==> config.mk <==
export PLATFORM = sky130hd
export DESIGN_NAME = vectored_irq_arbiter
export DESIGN_NICKNAME = d
export VERILOG_FILES = /design/src/rtl/vpa_pkg.sv /design/src/rtl/vpa_prio_pick.sv /design/src/rtl/vpa_ack_seq.sv /design/src/rtl/vectored_irq_arbiter.sv
export SDC_FILE = /design/constraint.sdc
export NUM_CORES = 1
export LEC_CHECK = 0
export BUFFER_PORTS_ARGS = -buffer_cell sky130_fd_sc_hd__buf_2
export CAP_MARGIN = 20
export CORE_AREA = 10 10 47 49
export DETAILED_ROUTE_END_ITERATION = 16
export DIE_AREA = 0 0 57 59
export PLACE_DENSITY = 0.54
export SETUP_SLACK_MARGIN = 0.15
export SLEW_MARGIN = 20
export SYNTH_ARGS = -nofsm -noshare
export SYNTH_HDL_FRONTEND = slang
export SYNTH_SLANG_ARGS = --single-unit
==> constraint.sdc <==
create_clock -name clk -period 1.5 [get_ports clk]
set_input_delay 0.3 -clock clk [delete_from_list [all_inputs] [get_ports clk]]
set_output_delay 0.3 -clock clk [all_outputs]
set_load 0.005 [all_outputs]
==> src/rtl/vpa_pkg.sv <==
package vpa_pkg;

    // handshake phase of the grant sequencer
    typedef enum logic {
        PH_IDLE = 1'b0,   // waiting for a processor acknowledge edge
        PH_HOLD = 1'b1    // decision latched, held until acknowledge drops
    } vpa_phase_e;

endpackage

==> src/rtl/vpa_prio_pick.sv <==
// Fixed-priority picker: the lowest set index wins.
module vpa_prio_pick #(
    parameter int NUM_SRC = 4
) (
    input  logic [NUM_SRC-1:0] req,
    output logic [NUM_SRC-1:0] onehot,
    output logic               any
);
    localparam int CHAIN_W = NUM_SRC + 1;

    // seen[i] is set when some index below i is requesting
    logic [CHAIN_W-1:0] seen;

    assign seen[0] = 1'b0;

    genvar gi;
    generate
        for (gi = 0; gi < NUM_SRC; gi++) begin : g_stage
            assign onehot[gi]  = req[gi] & ~seen[gi];
            assign seen[gi+1]  = seen[gi] | req[gi];
        end
    endgenerate

    assign any = seen[NUM_SRC];

endmodule

==> src/rtl/vpa_ack_seq.sv <==
// Grant sequencer: latches the picked winner on the rising edge of the
// processor acknowledge and holds it until that acknowledge drops.
module vpa_ack_seq
    import vpa_pkg::*;
#(
    parameter int NUM_SRC = 4
) (
    input  logic               clk,
    input  logic               rst,
    input  logic               cpu_ack,
    input  logic [NUM_SRC-1:0] pick_onehot,
    input  logic               pick_any,
    output logic [NUM_SRC-1:0] grant
);
    typedef struct packed {
        vpa_phase_e         phase;
        logic               ack_prev;
        logic [NUM_SRC-1:0] grant;
    } seq_state_t;

    seq_state_t st_q, st_d;
    logic       ack_rise;

    always_comb begin
        ack_rise       = cpu_ack & ~st_q.ack_prev;
        st_d           = st_q;
        st_d.ack_prev  = cpu_ack;
        unique case (st_q.phase)
            PH_IDLE: begin
                st_d.grant = '0;
                if (ack_rise) begin
                    // an empty request set still enters the hold phase
                    st_d.grant = pick_any ? pick_onehot : '0;
                    st_d.phase = PH_HOLD;
                end
            end
            PH_HOLD: begin
                if (!cpu_ack) begin
                    st_d.grant = '0;
                    st_d.phase = PH_IDLE;
                end
            end
            default: begin
                st_d.grant = '0;
                st_d.phase = PH_IDLE;
            end
        endcase
    end

    always_ff @(posedge clk) begin
        if (rst) begin
            st_q.phase    <= PH_IDLE;
            st_q.ack_prev <= 1'b0;
            st_q.grant    <= '0;
        end else begin
            st_q <= st_d;
        end
    end

    assign grant = st_q.grant;

endmodule

==> src/rtl/vectored_irq_arbiter.sv <==
module vectored_irq_arbiter #(
    parameter int NUM_SRC = 4
) (
    input  logic               clk,
    input  logic               rst,
    input  logic [NUM_SRC-1:0] req_i,
    input  logic               cpu_ack_i,
    output logic               cpu_irq_o,
    output logic [NUM_SRC-1:0] grant_o
);
    typedef struct packed {
        logic irq;
    } top_state_t;

    top_state_t         top_q, top_d;
    logic [NUM_SRC-1:0] pick_onehot;
    logic               pick_any;

    vpa_prio_pick #(.NUM_SRC(NUM_SRC)) u_pick (
        .req    (req_i),
        .onehot (pick_onehot),
        .any    (pick_any)
    );

    vpa_ack_seq #(.NUM_SRC(NUM_SRC)) u_seq (
        .clk         (clk),
        .rst         (rst),
        .cpu_ack     (cpu_ack_i),
        .pick_onehot (pick_onehot),
        .pick_any    (pick_any),
        .grant       (grant_o)
    );

    always_comb begin
        top_d     = top_q;
        top_d.irq = pick_any;
    end

    always_ff @(posedge clk) begin
        if (rst) begin
            top_q.irq <= 1'b0;
        end else begin
            top_q <= top_d;
        end
    end

    assign cpu_irq_o = top_q.irq;

endmodule

==> implementation parameters, run 1 <==
Parameter                              Value

Status
  Run status    completed

Worst setup path
  End of the worst register-to-register path    u_seq.grant[1]$_SDFFE_PP0P_
  Crit-path max FO    9
  Type of element capturing the critical path    flop
  Required time at the worst-slack endpoint    approximately 1700 ps
  Stage delay of the slowest cell on the critical path    between 500 and 600 ps
  Reg2reg start    u_seq.st_q[5]$_SDFF_PP0_
  Crit path launch type    flop
  Worst R2R Path Depth    2
  Worst Path Arrival    1310 ps
  Register-to-register path setup slack    370 ps
  Cells along the critical path    or4b_1 -> a21oi_1
  WS Path Type    flop to flop
  Highest-delay cell along the critical path    sky130_fd_sc_hd__or4b_1

Min path
  Worst Hold Path Cells    2
  Endpoint, Worst Hold    cpu_irq_o$_SDFF_PP0_
  Hold Path Class    primary input to flop
  Hold Crit Start    rst

Yosys
  Number of flip-flops and latches in the synthesized netlist    7
  Sequential element share of the synthesized area    0.481
  Post-Syn Area    around 290 sq um
  Cells after Synth    31
  Count of different cell masters after synthesis    15
  Total nets after synthesis    38
  Synthesized area per cell    roughly 9.4 sq um
  Count of yosys warnings during synthesis    0

Place
  Weighted congestion reported at the end of routability-driven placement    between 0.6 and 0.7
  Placed instance count    54
  Setup slack after placement    around 380 ps
  Buffers on Ports    11

Timing
  Setup repair after global routing missed its margin    no
  Setup violation total in the final timing report    0
  Max_slew headroom    0.824
  Final-report max-slew violation count    0
  Final setup slack of the worst path    between 300 and 400 ps
  Final setup skew    about 1.5 ps
  Share of the cycle needed by the critical path after routing    0.754
  Total Neg Setup Slack    0 ps
  Worst Tran Pin Value    264 ps
  Final critical delay including setup and external delays    roughly 1100 ps
  Fmax    around 0.88 GHz
  Minimum hold slack    between 200 and 250 ps
  Hold Fails Final Rpt    0

Pwr
  Maximum ir drop on the vdd rail    0.354 mV
  Net Sw Power    roughly 83 uW
  Sw frac    0.211
  Logic gate share of total power    0.080
  Part of the total power dissipated in the clock network    0.416
  Power density of the placed cells    approximately 1100 mW/mm^2
  Seq pwr share    0.504
  Internal power contribution    312 uW
  Leakage power    between 0.00015 and 0.0002 uW

Floorplanning
  Total Die Area    0.00336 sq mm
  Row Count    14
  Initial cell density of the core    0.208
  Top-level I/O count    12
  Area inside the core boundary    0.00140 sq mm
  Die outline width    57 um
  Die Height    about 59 um

Global route
  Met2 GRT Util    0.0465
  Global-route met3 utilization    0.0300
  Initial antenna violation count    0
  Pin count of the biggest net entering global routing    10
  Number of global-route vias before repair    between 200 and 250
  Overall routing resource usage    0.0410
  Residual overflow from global routing    0
  Highest-utilization routing layer at the global route stage    met1
  First-pass GRT wire length    between 1 and 1.5 mm
  Met1 usage in global routing    0.0498

Route
  Sum of routed wire length over all layers    619 um
  Remaining antenna violation count after routing    0
  Routed vias    between 200 and 250
  Length of the first detailed-routing pass in iterations    3
  Number of remaining DRC errors    0
  DR vias/cell    ~4.3
  Post-detailed-route wirelength per cell    about 11 um
  Detailed router's first-iteration violation count    2

Run
  Max-cap violations    0

CTS
  Post-CTS setup buffers    0
  Number of buffers added by the clock tree synthesis step    3
  Number of gates resized after cts    0
  Number of sinks on the clock net    7
  Maximum buffer depth of the clock tree    2
  H-tree depth    1
  Clock tree from TritonCTS    built
  Clock insertion delay at the later pin of the skew report    ~240 ps
  Count of hold buffers inserted by post-cts repair    0
  Clock-pin transition on the worst setup and hold timing paths    50 ps
  Cell chosen for the clock root    sky130_fd_sc_hd__clkbuf_4

Finish
  Post-layout net count    50
  Sequential cell area    around 140 sq um
  Area delta synth->final    24.5%
  Multi-input combinational cell area    between 100 and 150 sq um
  Antenna diode count    0
  Layout Utilization    0.259
  Fill cell total of the finished layout    170
  Final instance count without filler cells    58
  Share of layout cells above drive strength 1    0.357
## cell usage after synthesis
cell | number | area [sq um]
sky130_fd_sc_hd__dfxtp_1 | 7 | 140
sky130_fd_sc_hd__buf_4 | 4 | 30.0
sky130_fd_sc_hd__nand2_1 | 4 | 15.0
sky130_fd_sc_hd__a21oi_1 | 3 | 15.0
sky130_fd_sc_hd__inv_1 | 2 | 7.51
sky130_fd_sc_hd__o22ai_1 | 2 | 12.5
sky130_fd_sc_hd__nand2b_1 | 1 | 6.26
sky130_fd_sc_hd__nand4bb_1 | 1 | 11.3
sky130_fd_sc_hd__nor2_1 | 1 | 3.75
sky130_fd_sc_hd__nor4_1 | 1 | 6.26
sky130_fd_sc_hd__or3_1 | 1 | 6.26
sky130_fd_sc_hd__or3b_2 | 1 | 8.76
sky130_fd_sc_hd__or4_1 | 1 | 7.51
sky130_fd_sc_hd__or4b_1 | 1 | 10.0
sky130_fd_sc_hd__or4bb_1 | 1 | 11.3
## kinds of logic after synthesis
family | after synthesis | synth area share
DFF | 7 | 0.481
buffers and inverters | 6 | 0.129
and+or+nand+nor | 13 | 0.296
AOI/OAI and AO/OA | 5 | 0.0944
## how the worst max path moves through the flow
stage	startpoint	endpoint	slack (ps)	cells past startpoint
after detailed placement	req_i[2]	u_seq.grant[3]$_SDFFE_PP0P_	380	3
after global routing	u_seq.st_q[5]$_SDFF_PP0_	u_seq.grant[1]$_SDFFE_PP0P_	290	2
final	u_seq.st_q[5]$_SDFF_PP0_	u_seq.grant[1]$_SDFFE_PP0P_	370	2
after global placement	req_i[2]	u_seq.grant[3]$_SDFFE_PP0P_	390	3
after CTS	u_seq.st_q[5]$_SDFF_PP0_	u_seq.grant[1]$_SDFFE_PP0P_	370	2
after floorplan	u_seq.st_q[5]$_SDFF_PP0_	u_seq.grant[1]$_SDFFE_PP0P_	450	2
## metal layers
metal,vias to the layer above,routed length [um]
li1,134,-
met1,102,347
met2,10,207
met3,2,53
met4,0,10
met5,-,0
## power by group through the flow
stage          logic, uW  registers (uW)  clock network (uW)
3_3_place_gp        31.5             203                   0
2_1_floorplan       17.1             202                   0
4_1_cts             31.6             199                 174
3_5_place_dp        31.4             203                   0
6_report            31.5             199                 164
5_1_grt             35.6             200                 188
## metrics by stage
stage	total power, uW	cell area (sq um)
after floorplan	219	292
after global placement	234	337
after detailed placement	234	337
after CTS	405	363
after global routing	424	363
final	395	363
## state kept, by name, indices dropped and copies added, names as in the netlist
register and count:
cpu_irq_o 1, u_seq.st_q 2, u_seq.grant 4
## placed cells by master, fill, tap and decap left out, types with 2 or more instances in the layout
cell,instances
sky130_fd_sc_hd__dfxtp_1,7
sky130_fd_sc_hd__nand2_1,4
sky130_fd_sc_hd__buf_2,11
sky130_fd_sc_hd__clkbuf_4,3
sky130_fd_sc_hd__inv_1,2
sky130_fd_sc_hd__a21oi_1,3
sky130_fd_sc_hd__o22ai_1,2
## critical path: cells and delay by family, from the launching register on
kind / cells / cell delay, ps
and+or+nand+nor: 1 / 540
AOI/OAI and AO/OA: 1 / 140
DFF: 1 / 380
## final cells by class
type,count,area share
timing repair buffer,11,0.152
multi-input combinational,18,0.314
clock buffer,4,0.0724
tap,16,0.0552
sequential,7,0.386
inverter,2,0.0207
Power figures use the tool's default switching activity.
==> run 2, diff against run 1 <==
--- a/config.mk
+++ b/config.mk
@@ -10,7 +10,7 @@
 export CORE_AREA = 10 10 47 49
 export DETAILED_ROUTE_END_ITERATION = 16
 export DIE_AREA = 0 0 57 59
-export PLACE_DENSITY = 0.54
+export PLACE_DENSITY = 0.55
 export SETUP_SLACK_MARGIN = 0.15
 export SLEW_MARGIN = 20
 export SYNTH_ARGS = -nofsm -noshare
==> constraint.sdc (replaced) <==
create_clock -name clk -period 1 [get_ports clk]
set_input_delay 0.2 -clock clk [delete_from_list [all_inputs] [get_ports clk]]
set_output_delay 0.2 -clock clk [all_outputs]
set_load 0.005 [all_outputs]
==> implementation parameters, run 2 (same netlist as run 1, synthesis figures left out) <==
Parameter                              Value

Status
  Run status    finished, violations left (was completed)
  Violated checks    negative setup slack

Place
  Weighted congestion reported at the end of routability-driven placement    0.704 (was 0.636)
  Placed instance count    57 (was 54)
  Buffers on Ports    11 (unchanged)
  Post-placement cell area    363 sq um (was 337 sq um)
  HPWL after detailed placement    between 500 and 600 um

Worst setup path
  Reg2reg start    u_seq.st_q[4]$_SDFF_PP0_ (was u_seq.st_q[5]$_SDFF_PP0_)
  Worst Path Arrival    1210 ps (was 1310 ps)
  End of the worst register-to-register path    u_seq.grant[1]$_SDFFE_PP0P_ (unchanged)
  WS Path Type    flop to flop (unchanged)
  Crit-path max FO    5 (was 9)
  Register-to-register path setup slack    -30 ps (was 370 ps)
  Required time at the worst-slack endpoint    1180 ps (was 1680 ps)
  First element of the critical path    u_seq.st_q[4]$_SDFF_PP0_ (was u_seq.st_q[5]$_SDFF_PP0_)
  Crit path launch type    flop (unchanged)
  Worst R2R Path Depth    2 (unchanged)
  Type of element capturing the critical path    flop (unchanged)

Floorplanning
  Top-level I/O count    12 (unchanged)
  Row Count    14 (unchanged)
  Die Height    59 um (unchanged)
  Area inside the core boundary    0.00140 sq mm (unchanged)
  Die outline width    57 um (unchanged)
  Total Die Area    0.00336 sq mm (unchanged)
  Initial cell density of the core    0.208 (unchanged)

Finish
  Final instance count without filler cells    61 (was 58)
  Leading cell type in the layout, fill and taps excluded    sky130_fd_sc_hd__buf_2 (unchanged)
  Antenna diode count    0 (unchanged)
  Largest register by flop count    u_seq.grant (unchanged)
  Layout Utilization    0.305 (was 0.259)
  Area delta synth->final    46.8% (was 24.5%)
  Share of layout cells above drive strength 1    0.600 (was 0.357)
  Design Area, Final    428 sq um (was 363 sq um)
  Multi-input combinational cell area    128 sq um (was 114 sq um)
  Most frequent cells in the layout    8 x sky130_fd_sc_hd__buf_2, 5 x sky130_fd_sc_hd__dfxtp_2, 4 x sky130_fd_sc_hd__nand2_1 (was 11 x sky130_fd_sc_hd__buf_2, 7 x sky130_fd_sc_hd__dfxtp_1, 4 x sky130_fd_sc_hd__nand2_1)
  Post-layout net count    53 (was 50)
  Flip-flop count of the largest register, all copies and words added    4 (unchanged)
  Sequential cell area    150 sq um (was 140 sq um)
  Fill cell total of the finished layout    163 (was 170)

Route
  Sum of routed wire length over all layers    695 um (was 619 um)
  Length of the first detailed-routing pass in iterations    1 (was 3)
  Number of remaining DRC errors    0 (unchanged)
  DR vias/cell    4.21 (was 4.28)
  Post-detailed-route wirelength per cell    11.4 um (was 10.7 um)
  Routed vias    257 (was 248)
  Remaining antenna violation count after routing    0 (unchanged)
  Detailed router's first-iteration violation count    0 (was 2)

Timing
  Minimum hold slack    188 ps (was 242 ps)
  Max_slew headroom    0.826 (was 0.824)
  Final setup skew    3.21 ps (was 1.55 ps)
  Hold Fails Final Rpt    0 (unchanged)
  Final setup slack of the worst path    -25.0 ps (was 369 ps)
  Setup violation total in the final timing report    3 (was 0)
  Setup repair after global routing missed its margin    yes (was no)
  Worst Tran Pin Value    261 ps (was 264 ps)
  Final critical delay including setup and external delays    1030 ps (was 1130 ps)
  Fmax    0.976 GHz (was 0.884 GHz)
  Final-report max-slew violation count    0 (unchanged)
  Share of the cycle needed by the critical path after routing    1.03 (was 0.754)

Pwr
  Logic gate share of total power    0.106 (was 0.080)
  Net Sw Power    140 uW (was 83.3 uW)
  Maximum ir drop on the vdd rail    0.488 mV (was 0.354 mV)
  Leakage power    0.000179 uW (was 0.000158 uW)
  Power density of the placed cells    1450 mW/mm^2 (was 1090 mW/mm^2)
  Seq pwr share    0.480 (was 0.504)
  Sw frac    0.225 (was 0.211)
  Internal power contribution    480 uW (was 312 uW)
  Part of the total power dissipated in the clock network    0.415 (was 0.416)

Global route
  First-pass GRT wire length    1.18 mm (was 1.08 mm)
  Overall routing resource usage    0.0462 (was 0.0410)
  Residual overflow from global routing    0 (unchanged)
  Pin count of the biggest net entering global routing    7 (was 10)
  Initial antenna violation count    0 (unchanged)
  Number of global-route vias before repair    272 (was 244)

CTS
  Number of buffers added by the clock tree synthesis step    3 (unchanged)
  Maximum buffer depth of the clock tree    2 (unchanged)
  Post-CTS setup buffers    0 (unchanged)
  Clock tree from TritonCTS    built (unchanged)
  Cell chosen for the clock root    sky130_fd_sc_hd__clkbuf_4 (unchanged)
  H-tree depth    1 (unchanged)
  Clock-pin transition on the worst setup and hold timing paths    50 ps (about the same)
  Clock insertion delay at the later pin of the skew report    250 ps (was 240 ps)
  Number of sinks on the clock net    7 (unchanged)

Run
  Max-cap violations    0 (unchanged)

Min path
  Endpoint, Worst Hold    cpu_irq_o$_SDFF_PP0_ (unchanged)
  Worst Hold Path Cells    3 (was 2)
  Hold Crit Start    req_i[3] (was rst)
  Hold Path Class    primary input to flop (unchanged)
==> run 2: cell types whose count changed in the layout (fill, tap and decap cells not counted), sizes merged <==
cell and change:
buf +3
==> run 2: repair_timing <==
action | in CTS | in global routing
endpoints found under the setup margin | 9 | 9
resized for setup | 4 | 7
hold buffers | 0 | 0
pin swaps | 4 | 0
cloned | 0 | 0
==> run 2: how the worst max path moves through the flow <==
stage	to	slack (ps)	cells after the start
after floorplan	u_seq.grant[3]$_SDFFE_PP0P_	20	2
final	u_seq.grant[1]$_SDFFE_PP0P_	-30	2
after CTS	u_seq.grant[1]$_SDFFE_PP0P_	-20	2
after detailed placement	u_seq.grant[3]$_SDFFE_PP0P_	-40	3
after global placement	u_seq.grant[3]$_SDFFE_PP0P_	-20	3
after global routing	u_seq.grant[1]$_SDFFE_PP0P_	-50	2
==> run 2: power by group through the flow <==
stage	clock (uW)	sequential, uW	combinational (uW)
detailed placement	0	301	59.6
CTS	270	296	60.6
global placement	0	301	59.7
finish	257	297	65.5
global route	290	298	73.0
floorplan	0	301	25.6
==> run 2: cell type report <==
class / instances / area share
flip-flops and latches: 7 / 0.351
well taps: 16 / 0.0468
multi-input cells: 18 / 0.298
inverters: 2 / 0.0175
repair buffers: 14 / 0.225
clock buffers: 4 / 0.0614
==> run 2: worst max-delay path, stage by stage (launching register included) <==
cell and delay [ps]:
sky130_fd_sc_hd__dfxtp_2 330, sky130_fd_sc_hd__or4b_4 510, sky130_fd_sc_hd__a21oi_2 120
==> run 2: metrics by stage <==
stage	total power (uW)	setup TNS (ps)	setup WS [ps]
after floorplan	327	0	16.0
after global placement	361	-38.7	-22.6
after detailed placement	361	-68.1	-40.0
after CTS	626	-47.5	-16.0
after global routing	661	-126	-45.9
final	620	-41.4	-25.0
==> run 2: metal layers <==
metal  GRT usage  vias to the layer above  share of wire
met5           0                        -              0
met4      0.0470                        0              0
met3      0.0279                        0          0.033
met2      0.0651                        7           0.46
met1      0.0450                      116           0.50
li1            -                      134              -
